### config.mk
export PLATFORM = sky130hd
export DESIGN_NAME = tsv_lane_swap
export DESIGN_NICKNAME = d
export VERILOG_FILES = /design/src/rtl/tsv_swap_pkg.sv /design/src/rtl/lane_crc_chk.sv /design/src/rtl/lane_xbar.sv /design/src/rtl/lane_bist.sv /design/src/rtl/lane_remap_table.sv /design/src/rtl/tsv_lane_swap.sv
export SDC_FILE = /design/constraint.sdc
export NUM_CORES = 1
export LEC_CHECK = 0
export BUFFER_PORTS_ARGS = -buffer_cell sky130_fd_sc_hd__buf_2
export CAP_MARGIN = 20
export CORE_MARGIN = 5
export CORE_UTILIZATION = 45
export CTS_BUF_LIST = sky130_fd_sc_hd__clkbuf_4
export DETAILED_ROUTE_END_ITERATION = 16
export GPL_ROUTABILITY_DRIVEN = 0
export PLACE_DENSITY = 0.7
export SLEW_MARGIN = 20
export SYNTH_ARGS = -nofsm -noshare
export SYNTH_HDL_FRONTEND = slang
export SYNTH_SLANG_ARGS = --single-unit
### constraint.sdc
create_clock -name clk -period 4.8 [get_ports clk]
set_input_delay 0.48 -clock clk [delete_from_list [all_inputs] [get_ports clk]]
set_output_delay 0.48 -clock clk [all_outputs]
set_load 0.02 [all_outputs]
### src/rtl/tsv_swap_pkg.sv
package tsv_swap_pkg;
   localparam logic [31:0] CRC32_POLY = 32'h04C1_1DB7;

   typedef enum logic [1:0] {
      ST_IDLE  = 2'd0,
      ST_WALK1 = 2'd1,
      ST_WALK0 = 2'd2,
      ST_FIX   = 2'd3
   } bist_st_e;
endpackage

### src/rtl/lane_crc_chk.sv
module lane_crc_chk #(
   parameter int W = 24
) (
   input  logic         clk,
   input  logic         rst_n,
   input  logic         chk_en,
   input  logic [W-1:0] sent,
   input  logic [W-1:0] got,
   output logic         crc_err
);
   import tsv_swap_pkg::*;

   function automatic logic [31:0] crc_of(input logic [W-1:0] d);
      logic [31:0] c;
      c = '1;
      for (int i = W - 1; i >= 0; i--) begin
         if (c[31] ^ d[i]) c = {c[30:0], 1'b0} ^ CRC32_POLY;
         else              c = {c[30:0], 1'b0};
      end
      return c;
   endfunction

   logic [31:0] crc_sent, crc_got;
   assign crc_sent = crc_of(sent);
   assign crc_got  = crc_of(got);

   always_ff @(posedge clk) begin
      if (!rst_n) crc_err <= 1'b0;
      else        crc_err <= chk_en && (crc_sent != crc_got);
   end
endmodule

### src/rtl/lane_xbar.sv
module lane_xbar #(
   parameter int A  = 8,
   parameter int D  = 16,
   parameter int S  = 2,
   parameter int N  = A + D,
   parameter int IW = $clog2(N)
) (
   input  logic [S-1:0]         entry_vld,
   input  logic [S-1:0][IW-1:0] entry_src,
   input  logic                 bist_act,
   input  logic [N-1:0]         bist_pat,
   input  logic [A-1:0]         tx_addr,
   input  logic [D-1:0]         tx_data,
   input  logic [S-1:0]         ecc_copy,
   output logic [N-1:0]         lane_tx,
   input  logic [N-1:0]         lane_rx,
   output logic [A-1:0]         rd_addr,
   output logic [D-1:0]         rd_data
);
   localparam int SB0 = N - S;

   logic [N-1:0] base, mapped, logical;

   always_comb begin
      base   = {tx_data, tx_addr};
      mapped = base;
      for (int k = 0; k < S; k++)
         if (entry_vld[k]) mapped[SB0+k] = base[entry_src[k]];
      lane_tx = bist_act ? bist_pat : mapped;
   end

   always_comb begin
      logical = lane_rx;
      for (int k = 0; k < S; k++)
         if (entry_vld[k]) logical[entry_src[k]] = lane_rx[SB0+k];
      // ECC copy wins last, which also covers a standby retired onto itself
      for (int k = 0; k < S; k++)
         if (entry_vld[k]) logical[SB0+k] = ecc_copy[k];
   end

   assign rd_addr = logical[A-1:0];
   assign rd_data = logical[N-1:A];
endmodule

### src/rtl/lane_bist.sv
module lane_bist #(
   parameter int N  = 24,
   parameter int IW = $clog2(N)
) (
   input  logic         clk,
   input  logic         rst_n,
   input  logic         start,
   input  logic         unc,
   input  logic         fix_done,
   input  logic [N-1:0] lane_rx,
   output logic         act,
   output logic [N-1:0] pat,
   output logic [N-1:0] bad,
   output logic         in_fix,
   output logic         busy,
   output logic         done
);
   import tsv_swap_pkg::*;

   bist_st_e      st;
   logic [IW-1:0] cnt;
   logic [N-1:0]  one_hot;
   logic          last;

   assign one_hot = N'(1) << cnt;
   assign pat     = (st == ST_WALK0) ? ~one_hot : one_hot;
   assign act     = (st == ST_WALK1) || (st == ST_WALK0);
   assign in_fix  = (st == ST_FIX);
   assign busy    = (st != ST_IDLE);
   assign last    = (cnt == IW'(N - 1));

   always_ff @(posedge clk) begin
      if (!rst_n) begin
         st   <= ST_IDLE;
         cnt  <= '0;
         bad  <= '0;
         done <= 1'b0;
      end else begin
         done <= (st == ST_FIX) && fix_done;
         case (st)
            ST_IDLE: if (start && !unc) begin
               st  <= ST_WALK1;
               cnt <= '0;
               bad <= '0;
            end
            ST_WALK1, ST_WALK0: begin
               bad <= bad | (lane_rx ^ pat);
               cnt <= last ? '0 : cnt + 1'b1;
               if (last) st <= (st == ST_WALK1) ? ST_WALK0 : ST_FIX;
            end
            default: if (fix_done) st <= ST_IDLE;
         endcase
      end
   end

   p_walk1_onehot_r5: assert property (@(posedge clk) disable iff (!rst_n)
      (st == ST_WALK1) |-> ($countones(lane_rx ^ lane_rx) == 0 && $countones(pat) == 1));
   p_walk0_onezero_r5: assert property (@(posedge clk) disable iff (!rst_n)
      (st == ST_WALK0) |-> ($countones(~pat) == 1));
   p_done_idle_r11: assert property (@(posedge clk) disable iff (!rst_n)
      done |-> !busy);
   p_busy_fall_r11: assert property (@(posedge clk) disable iff (!rst_n)
      $fell(busy) |-> done);
endmodule

### src/rtl/lane_remap_table.sv
module lane_remap_table #(
   parameter int A  = 8,
   parameter int D  = 16,
   parameter int S  = 2,
   parameter int N  = A + D,
   parameter int IW = $clog2(N),
   parameter int FW = $clog2(S + 1)
) (
   input  logic                 clk,
   input  logic                 rst_n,
   input  logic                 fix,
   input  logic [N-1:0]         bad,
   output logic [S-1:0]         entry_vld,
   output logic [S-1:0][IW-1:0] entry_src,
   output logic                 fix_done,
   output logic                 unc,
   output logic [FW-1:0]        free_cnt
);
   localparam int SB0 = N - S;
   localparam int KW  = (S > 1) ? $clog2(S) : 1;

   logic [N-1:0]  repaired, cand;
   logic          has_c, has_f, is_sb, do_assign, do_unc;
   logic [IW-1:0] c_idx;
   logic [KW-1:0] kf, ks, tgt;

   always_comb begin
      repaired = '0;
      for (int k = 0; k < S; k++)
         if (entry_vld[k]) repaired[entry_src[k]] = 1'b1;
      cand  = bad & ~repaired;
      has_c = 1'b0;
      c_idx = '0;
      for (int i = N - 1; i >= 0; i--)
         if (cand[i]) begin has_c = 1'b1; c_idx = IW'(i); end
      has_f = 1'b0;
      kf    = '0;
      for (int k = S - 1; k >= 0; k--)
         if (!entry_vld[k] && !bad[SB0+k]) begin has_f = 1'b1; kf = KW'(k); end
      is_sb     = has_c && (int'(c_idx) >= SB0);
      ks        = is_sb ? KW'(int'(c_idx) - SB0) : '0;
      do_assign = 1'b0;
      do_unc    = 1'b0;
      fix_done  = 1'b0;
      tgt       = '0;
      if (fix) begin
         if (!has_c)                      fix_done = 1'b1;
         else if (is_sb && entry_vld[ks]) begin do_unc = 1'b1; fix_done = 1'b1; end
         else if (is_sb)                  begin do_assign = 1'b1; tgt = ks; end
         else if (has_f)                  begin do_assign = 1'b1; tgt = kf; end
         else                             begin do_unc = 1'b1; fix_done = 1'b1; end
      end
   end

   always_ff @(posedge clk) begin
      if (!rst_n) begin
         entry_vld <= '0;
         entry_src <= '0;
         unc       <= 1'b0;
      end else begin
         if (do_assign) begin
            entry_vld[tgt] <= 1'b1;
            entry_src[tgt] <= c_idx;
         end
         if (do_unc) unc <= 1'b1;
      end
   end

   assign free_cnt = FW'(S - $countones(entry_vld));

   p_table_grows_r6: assert property (@(posedge clk) disable iff (!rst_n)
      $countones(entry_vld) >= $past($countones(entry_vld)));
   p_unc_sticky_r10: assert property (@(posedge clk) disable iff (!rst_n)
      unc |=> unc);
   p_frozen_after_unc_r10: assert property (@(posedge clk) disable iff (!rst_n)
      unc |=> $stable(entry_vld) && $stable(entry_src));
endmodule

### src/rtl/tsv_lane_swap.sv
module tsv_lane_swap #(
   parameter int ADDR_LANES = 8,
   parameter int DATA_LANES = 16,
   parameter int STBY_LANES = 2,
   localparam int N  = ADDR_LANES + DATA_LANES,
   localparam int IW = $clog2(N),
   localparam int FW = $clog2(STBY_LANES + 1)
) (
   input  logic                  clk,
   input  logic                  rst_n,
   input  logic                  tx_valid,
   input  logic [ADDR_LANES-1:0] tx_addr,
   input  logic [DATA_LANES-1:0] tx_data,
   input  logic [STBY_LANES-1:0] ecc_copy,
   output logic [N-1:0]          lane_tx,
   input  logic [N-1:0]          lane_rx,
   output logic [ADDR_LANES-1:0] rd_addr,
   output logic [DATA_LANES-1:0] rd_data,
   output logic                  crc_err,
   input  logic                  bist_start,
   output logic                  bist_busy,
   output logic                  bist_done,
   output logic                  uncorrectable,
   output logic [FW-1:0]         standby_free
);
   generate
      if (STBY_LANES < 1 || STBY_LANES > DATA_LANES)
         $error("STBY_LANES must lie in 1..DATA_LANES");
      if (ADDR_LANES < 1)
         $error("ADDR_LANES must be at least 1");
   endgenerate

   logic [STBY_LANES-1:0]         entry_vld;
   logic [STBY_LANES-1:0][IW-1:0] entry_src;
   logic                          act, in_fix, fix_done;
   logic [N-1:0]                  pat, bad;

   lane_bist #(.N(N), .IW(IW)) u_bist (
      .clk(clk), .rst_n(rst_n), .start(bist_start), .unc(uncorrectable),
      .fix_done(fix_done), .lane_rx(lane_rx), .act(act), .pat(pat),
      .bad(bad), .in_fix(in_fix), .busy(bist_busy), .done(bist_done)
   );

   lane_remap_table #(.A(ADDR_LANES), .D(DATA_LANES), .S(STBY_LANES), .N(N), .IW(IW), .FW(FW)) u_table (
      .clk(clk), .rst_n(rst_n), .fix(in_fix), .bad(bad), .entry_vld(entry_vld),
      .entry_src(entry_src), .fix_done(fix_done), .unc(uncorrectable),
      .free_cnt(standby_free)
   );

   lane_xbar #(.A(ADDR_LANES), .D(DATA_LANES), .S(STBY_LANES), .N(N), .IW(IW)) u_xbar (
      .entry_vld(entry_vld), .entry_src(entry_src), .bist_act(act), .bist_pat(pat),
      .tx_addr(tx_addr), .tx_data(tx_data), .ecc_copy(ecc_copy), .lane_tx(lane_tx),
      .lane_rx(lane_rx), .rd_addr(rd_addr), .rd_data(rd_data)
   );

   lane_crc_chk #(.W(N)) u_crc (
      .clk(clk), .rst_n(rst_n), .chk_en(tx_valid && !bist_busy),
      .sent({tx_data, tx_addr}), .got({rd_data, rd_addr}), .crc_err(crc_err)
   );

   p_quiet_while_busy_r4: assert property (@(posedge clk) disable iff (!rst_n)
      (bist_busy && $past(bist_busy)) |-> !crc_err);
   p_start_takes_r4: assert property (@(posedge clk) disable iff (!rst_n)
      (bist_start && !bist_busy && !uncorrectable) |=> bist_busy);
endmodule

== Word level (Yosys, flattened, before mapping) ==
Index checks and enable logic that the tools add are counted.

* Flip-flop bits (word level): 46
* Input bits: 54
* Output and inout port bits: 54
* Logic and storage cells: 307

* Add/sub/neg operators: 4
* $lt $le $gt $ge: 8
* Eq/ne operators: 7
* Shifts and indexed selects: 1
* Muxes and demuxes: 154
* Bitwise gates (word level): 99
* Reductions and logical operators: 25

{| class="wikitable"
|+ Operator list
! cell !! count
|-
| 27-bit two-way mux || 48
|-
| 14-bit NOT || 46
|-
| 24-bit two-way mux || 7
|-
| 5-bit two-way mux || 27
|-
| 1-bit two-way mux || 57
|-
| 24-bit bitwise mux || 2
|-
| 24-bit NOT || 2
|-
| 24-bit OR || 2
|-
| 24-bit one-hot mux with 2 select lines || 1
|-
| 1-bit bitwise XOR || 36
|-
| 32-bit != test || 1
|-
| 24-bit AND || 1
|-
| 1-bit by 5-bit left shift with 24-bit output, first input constant || 1
|-
| 24-bit bitwise XOR || 1
|-
| 5-bit by 6-bit less-than comparator with 1-bit output, second input constant || 2
|-
| 1-bit logical AND || 11
|-
| 1-bit binary-select mux with 5-bit select || 2
|-
| 10-bit bitwise mux || 1
|-
| 1-bit demux with 5-bit select || 2
|-
| 5-bit by 1-bit >= comparator with 1-bit output, second input constant || 2
|-
| 5-bit one-hot mux with 2 select lines || 1
|-
| 1-bit bitwise XOR, first input constant || 10
|-
| 1-bit zero test || 6
|-
| 2-bit two-way mux || 3
|-
| 22 further kinds || 26
|}

== Longest topological paths before layout ==
* Word-level depth: 58
* Mapped depth: 16
* Gate-level depth less buffers: 14

== Modules after synthesis ==
Synthesis repeated with hierarchy kept, for this count alone.

* Cells, all modules: 906
* Area total of the unflattened synthesis: 8868.5 µm²

{| class="wikitable"
|+ By module, submodules not included
! module !! times used !! cells an instance !! area each (µm²) !! seq. area each (µm²)
|-
| lane_crc_chk || 1 || 314 || 3550.9 || 20.0
|-
| lane_bist || 1 || 200 || 2109.5 || 640.6
|-
| lane_xbar || 1 || 214 || 1691.6 || 0.0
|-
| lane_remap_table || 1 || 177 || 1502.7 || 260.2
|-
| tsv_lane_swap || 1 || 1 || 13.8 || 0.0
|}

== Least setup slack after synthesis ==
OpenSTA, ideal clock, no wires.

* Path kind: reg2reg
* From: register u_table.entry_src[1] in the netlist's numbering
* To: register u_crc.crc_err
* Setup time: 0.134 ns
* Arrival time: 3.954 ns
* Required time: 4.666 ns
* Path slack: 0.712 ns
* Stages on the path, launching flop included: 15
* Path buffers: 2
* Period minus slack after synthesis: 4.088 ns
* Cell sequence: dfxtp_1 buf_2 buf_2 nor2b_1 nand2_1 mux2i_1 a21oi_1 xnor3_1 xnor3_1 xnor2_2 xnor2_1 xor2_1 or3_1 a2111oi_2 a31oi_1

* Elaborated cells on any way between the ends: 83
* Those cells by class: 2 x order compare; 1 x eq/ne; 32 x mux; 46 x bitwise; 2 x reduce/logical

{| class="wikitable"
|+ RTL lines
! what !! RTL line !! text
|-
| from (decl) || lane_remap_table.sv:14 || <nowiki>output logic [S-1:0][IW-1:0] entry_src,</nowiki>
|-
| from (signal, indexed assignment) || lane_remap_table.sv:63 || <nowiki>entry_src[tgt] <= c_idx;</nowiki>
|-
| 5-bit by 6-bit less-than comparator with 1-bit output (not written as such) / 5-bit by 1-bit >= comparator with 1-bit output (equally long branches) || lane_xbar.sv:35 || <nowiki>if (entry_vld[k]) logical[entry_src[k]] = lane_rx[SB0+k];</nowiki>
|-
| 1-bit logical AND (not written as such) || lane_xbar.sv:35 ||
|-
| 1-bit two-way mux (not written as such) || lane_xbar.sv:35 ||
|-
| 1-bit demux with 5-bit select * || n/a ||
|-
| 24-bit bitwise mux * || lane_xbar.sv:35 ||
|-
| 24-bit two-way mux * || lane_xbar.sv:35 ||
|-
| 24-bit bitwise mux || lane_xbar.sv:35 ||
|-
| 24-bit two-way mux * || lane_xbar.sv:35 ||
|-
| net rd_data[2] || tsv_lane_swap.sv:18 || <nowiki>output logic [DATA_LANES-1:0] rd_data,</nowiki>
|-
| (+13 left out) || n/a ||
|-
| 27-bit two-way mux / 14-bit NOT (equally long branches) || n/a ||
|-
| 14-bit NOT (no line) / 27-bit two-way mux (equally long branches) || n/a ||
|-
| 27-bit two-way mux / 14-bit NOT (equally long branches) || n/a ||
|-
| 27-bit two-way mux || lane_crc_chk.sv:17 || <nowiki>if (c[31] ^ d[i]) c = {c[30:0], 1'b0} ^ CRC32_POLY;</nowiki>
|-
| 14-bit NOT (no line) || n/a ||
|-
| 27-bit two-way mux || lane_crc_chk.sv:17 ||
|-
| 32-bit != test * || lane_crc_chk.sv:29 || <nowiki>else crc_err <= chk_en && (crc_sent != crc_got);</nowiki>
|-
| 1-bit logical AND * || lane_crc_chk.sv:29 ||
|-
| to (signal assigned) || lane_crc_chk.sv:29 ||
|-
| to (decl) || lane_crc_chk.sv:9 || <nowiki>output logic crc_err</nowiki>
|}

Mark *: on every way through the listed nets, which the timed path passes. The rest lies on a longest branch.
A chain may end at the register's enable or synchronous reset.

== Worst setup path after layout ==
* From: register u_table.entry_src[9] in the netlist's numbering
* To: register u_crc.crc_err

* Word-level cells in the longest chain between the ends: 45
* Elaborated cells on any way between the ends: 81
* Those cells by class: 2 x order compare; 1 x eq/ne; 30 x mux; 46 x bitwise; 2 x reduce/logical

{| class="wikitable"
|+ RTL lines
! what !! RTL line !! text
|-
| 5-bit by 6-bit less-than comparator with 1-bit output (not written as such) / 5-bit by 1-bit >= comparator with 1-bit output (equally long branches) || lane_xbar.sv:35 ||
|-
| 1-bit logical AND (not written as such) || lane_xbar.sv:35 ||
|-
| 1-bit two-way mux (not written as such) || lane_xbar.sv:35 ||
|-
| 1-bit demux with 5-bit select * || n/a ||
|-
| 24-bit bitwise mux * || lane_xbar.sv:35 ||
|-
| 24-bit two-way mux * || lane_xbar.sv:35 ||
|-
| 1-bit two-way mux || lane_xbar.sv:38 || <nowiki>if (entry_vld[k]) logical[SB0+k] = ecc_copy[k];</nowiki>
|-
| 27-bit two-way mux || lane_crc_chk.sv:17 ||
|-
| (+24 left out) || n/a ||
|-
| 14-bit NOT (no line) || n/a ||
|-
| 27-bit two-way mux (6 in series) || lane_crc_chk.sv:17 ||
|-
| 14-bit NOT (no line) || n/a ||
|-
| 27-bit two-way mux || lane_crc_chk.sv:17 ||
|-
| 14-bit NOT (no line) || n/a ||
|-
| 27-bit two-way mux || lane_crc_chk.sv:17 ||
|-
| 32-bit != test * || lane_crc_chk.sv:29 ||
|-
| 1-bit logical AND * || lane_crc_chk.sv:29 ||
|}

Mark *: on every way between the ends. The rest lies on a longest branch, timed or not.

==> summary.md <==
| Metric | Value |
|---|---|
| Die height | `139 um` |
| Vias in the first global route | `7084` |
| Fin crit period | `4.45 ns` |
| Worst-Skew Late Latency | `0.44 ns` |
| Initial antenna violation count | `1` |
| Layout area overhead | `11.9%` |
| Syn_nets | `989` |
| Via count | `7323` |
| Most numerous cell in the Yosys netlist | `xnor2_1` |
| Area of the multi-input gates | `6280 sq um` |
| Number of synthesized register bits | `46` |
| IO Port Bufs | `107` |
| Synthesis Warnings | `0` |
| DR iter-0 viols | `837` |
| Syn_area_per_cell | `8.10 sq um` |
| Post-synthesis cell count | `925` |
| CP Data Arrival Time | `4.80 ns` |
| Post-synth EDFFs | `0` |
| DIE WIDTH | `139 um` |
| Synth cell types | `75` |
| Final nets | `1083` |
| Placed cell count | `1232` |
| Crit end category | `flip-flop` |
| Global-route wire length before repair | `41.4 mm` |
| Hold Crit Class | `input port to flip-flop` |
| Hold_buf cts | `0` |
| Initial Utilization | `45.5%` |
| TNS Setup | `0 ns` |
| Vias per cell | `5.89` |
| Fmax | `224 MHz` |
| CP Class | `flip-flop to flip-flop` |
| PD cells | `756 nW/um^2` |
| Root cell of the clock tree | `clkbuf_4` |
| Clock Sinks | `46` |
| TritonRoute pass-1 iters | `8` |
| CTS buffer count | `5` |
| CP Max Fanout | `12` |
| Status | `completed` |
| Worst setup margin | `0.346 ns` |
| Remaining antenna violation count | `0` |
| CTS tree | `yes` |
| Die area | `19300 sq um` |
| VDD IR max | `0.826 mV` |
| Max Slew Vio Count | `0` |
| Slew headroom | `39.2%` |
| Post-synthesis sequential area ratio | `12.3%` |
| RSZ-0062 raised after global routing | `false` |
| FF+latch area | `923 sq um` |
| All-Layer GR Usage | `27.2%` |
| Synth async-reset ratio | `0%` |
| Final count of negative-setup-slack endpoints | `0` |
| Number of setup buffers added after CTS | `0` |
| Layout cells sized above 1 | `21.7%` |
| Core ar. | `16500 sq um` |
| Pre-CTS WS | `0.233 ns` |
| WL final | `27.0 mm` |
| Post-route insts no fill | `1243` |
| Area leader, netlist | `xnor2_1` |
| Synth top cells by count | `xnor2_1 (196), nor2_1 (90), xor2_1 (76)` |
| Worst-margin pin slew | `0.913 ns` |
| Fin. Hold Viols | `0` |
| Worst-path clk slew | `0.20 ns` |
| Setup Skew | `0.0430 ns` |
| Tot Pwr | `6.34 mW` |
| Largest net degree at the start of global routing | `32` |
| Critical Path RT | `5.15 ns` |
| Drt wl/cell | `21.7 um` |
| FILL cells | `1646` |
| Top FF cell, synth | `dfxtp_1` |
| Remaining Overflow, GRT | `0` |
| DP Wirelength | `22.3 mm` |
| Top cells by area, synth | `xnor2_1 (23%), dfxtp_1 (12%), xor2_1 (8.9%)` |
| Post-synth top area share | `22.9%` |
| Leak | `3.09 nW` |
| Syn Std Cell Area | `7500 sq um` |
| Tcrit/Tclk final | `92.8%` |
| Std cell rows | `47` |
| Longest Clk Path Bufs | `2` |
| CTS H-Tree Depth | `2` |
| Post_cts resized | `0` |
| Worst setup SP type | `flip-flop` |
| I/O pin count | `108` |
| Max-cap violations | `0` |
| DRC | `0` |
worst max-delay path: stages, from the launching register on:
cell	delay, ns
dfxtp_1	0.66
nand4b_1	0.37
o21ai_0	0.25
a31o_1	0.42
xnor2_2	0.24
xnor3_1	0.52
xnor2_2	0.19
xnor2_2	0.36
xor2_2	0.35
xnor2_1	0.22
xor2_1	0.21
mux2i_1	0.12
a2111oi_2	0.33
a31oi_1	0.13
area by class of cell:
cell class / instances / area share [%]
antenna: 3 / 0.0895
multi-input combinational: 812 / 74.9
sequential: 46 / 11.0
clock buffer: 5 / 0.448
clock inverter: 3 / 0.298
timing repair buffer: 139 / 9.25
tap: 220 / 3.28
inverter: 15 / 0.671
kinds of logic after synthesis:
family                   synth area share, %
XOR/XNOR                                40.3
AND/OR/NAND/NOR                         19.5
buffers and inverters                   4.01
flip-flops                              12.3
AO/OA/AOI/OAI                           15.4
multiplexers                            6.78
adder cells (fa/ha/maj)                 1.67
routing by layer:
layer	GRT usage [%]	vias up	part of all wire (%)
li1	-	3370	-
met1	34.9	3370	40
met2	44.3	482	45
met3	5.90	101	10
met4	11.4	0	5.3
met5	0	-	0
flip-flops by register name, summed over array words and instances (netlist names):
register           cells
u_table.unc            1
u_table.entry_src     10
u_bist.cnt             5
u_table.entry_vld      2
u_crc.crc_err          1
u_bist.done            1
u_bist.st              2
u_bist.bad            24
cell usage in the layout, fill, tap and decap left out, types with 5 or more instances in the layout:
cell and count:
nor2_1 90, a22oi_1 6, nor3_1 28, mux4_2 14, inv_1 15, xor2_1 76, nand2_1 72, xnor2_2 16
mux2i_1 17, and2_1 7, dfxtp_1 44, o21ai_1 11, clkbuf_4 5, o211ai_1 9, a31oi_1 12, xnor3_1 6
o21ai_0 31, xnor2_1 195, nand2b_1 9, ha_1 10, xor2_2 6, o221ai_1 5, and4bb_2 6, a21oi_1 61
buf_4 32, nand3_1 32, nor2b_1 7, buf_2 107
power breakdown:
group          leakage, nW  switching, mW  total, mW  internal, mW
Combinational         2.69           3.17       5.53          2.36
Sequential           0.376         0.0961      0.576         0.480
Clock               0.0318          0.169      0.229        0.0601
path summary, 6_finish.rpt:
path	from	endpoint	slack (ns)	cells past startpoint
worst max-delay path	u_table.entry_src[9]$_SDFFE_PN0P_	u_crc.crc_err$_SDFF_PN0_	0.35	13
worst min-delay path	rst_n	u_table.entry_src[7]$_SDFFE_PN0P_	0.41	3
worst max register to register	u_table.entry_src[9]$_SDFFE_PN0P_	u_crc.crc_err$_SDFF_PN0_	0.35	13
worst min register to register	u_bist.bad[0]$_SDFFE_PN0P_	u_bist.bad[0]$_SDFFE_PN0P_	0.50	2
stage by stage:
stage	util, %	hold slack, ns	cell area, sq um
after floorplan	-	0.430	7500
after global placement	50.4	0.453	8310
after detailed placement	50.4	0.461	8310
after CTS	50.8	0.408	8370
after global routing	50.9	0.403	8390
final	50.9	0.413	8390
No activity file was read; power rests on OpenSTA's default activity.
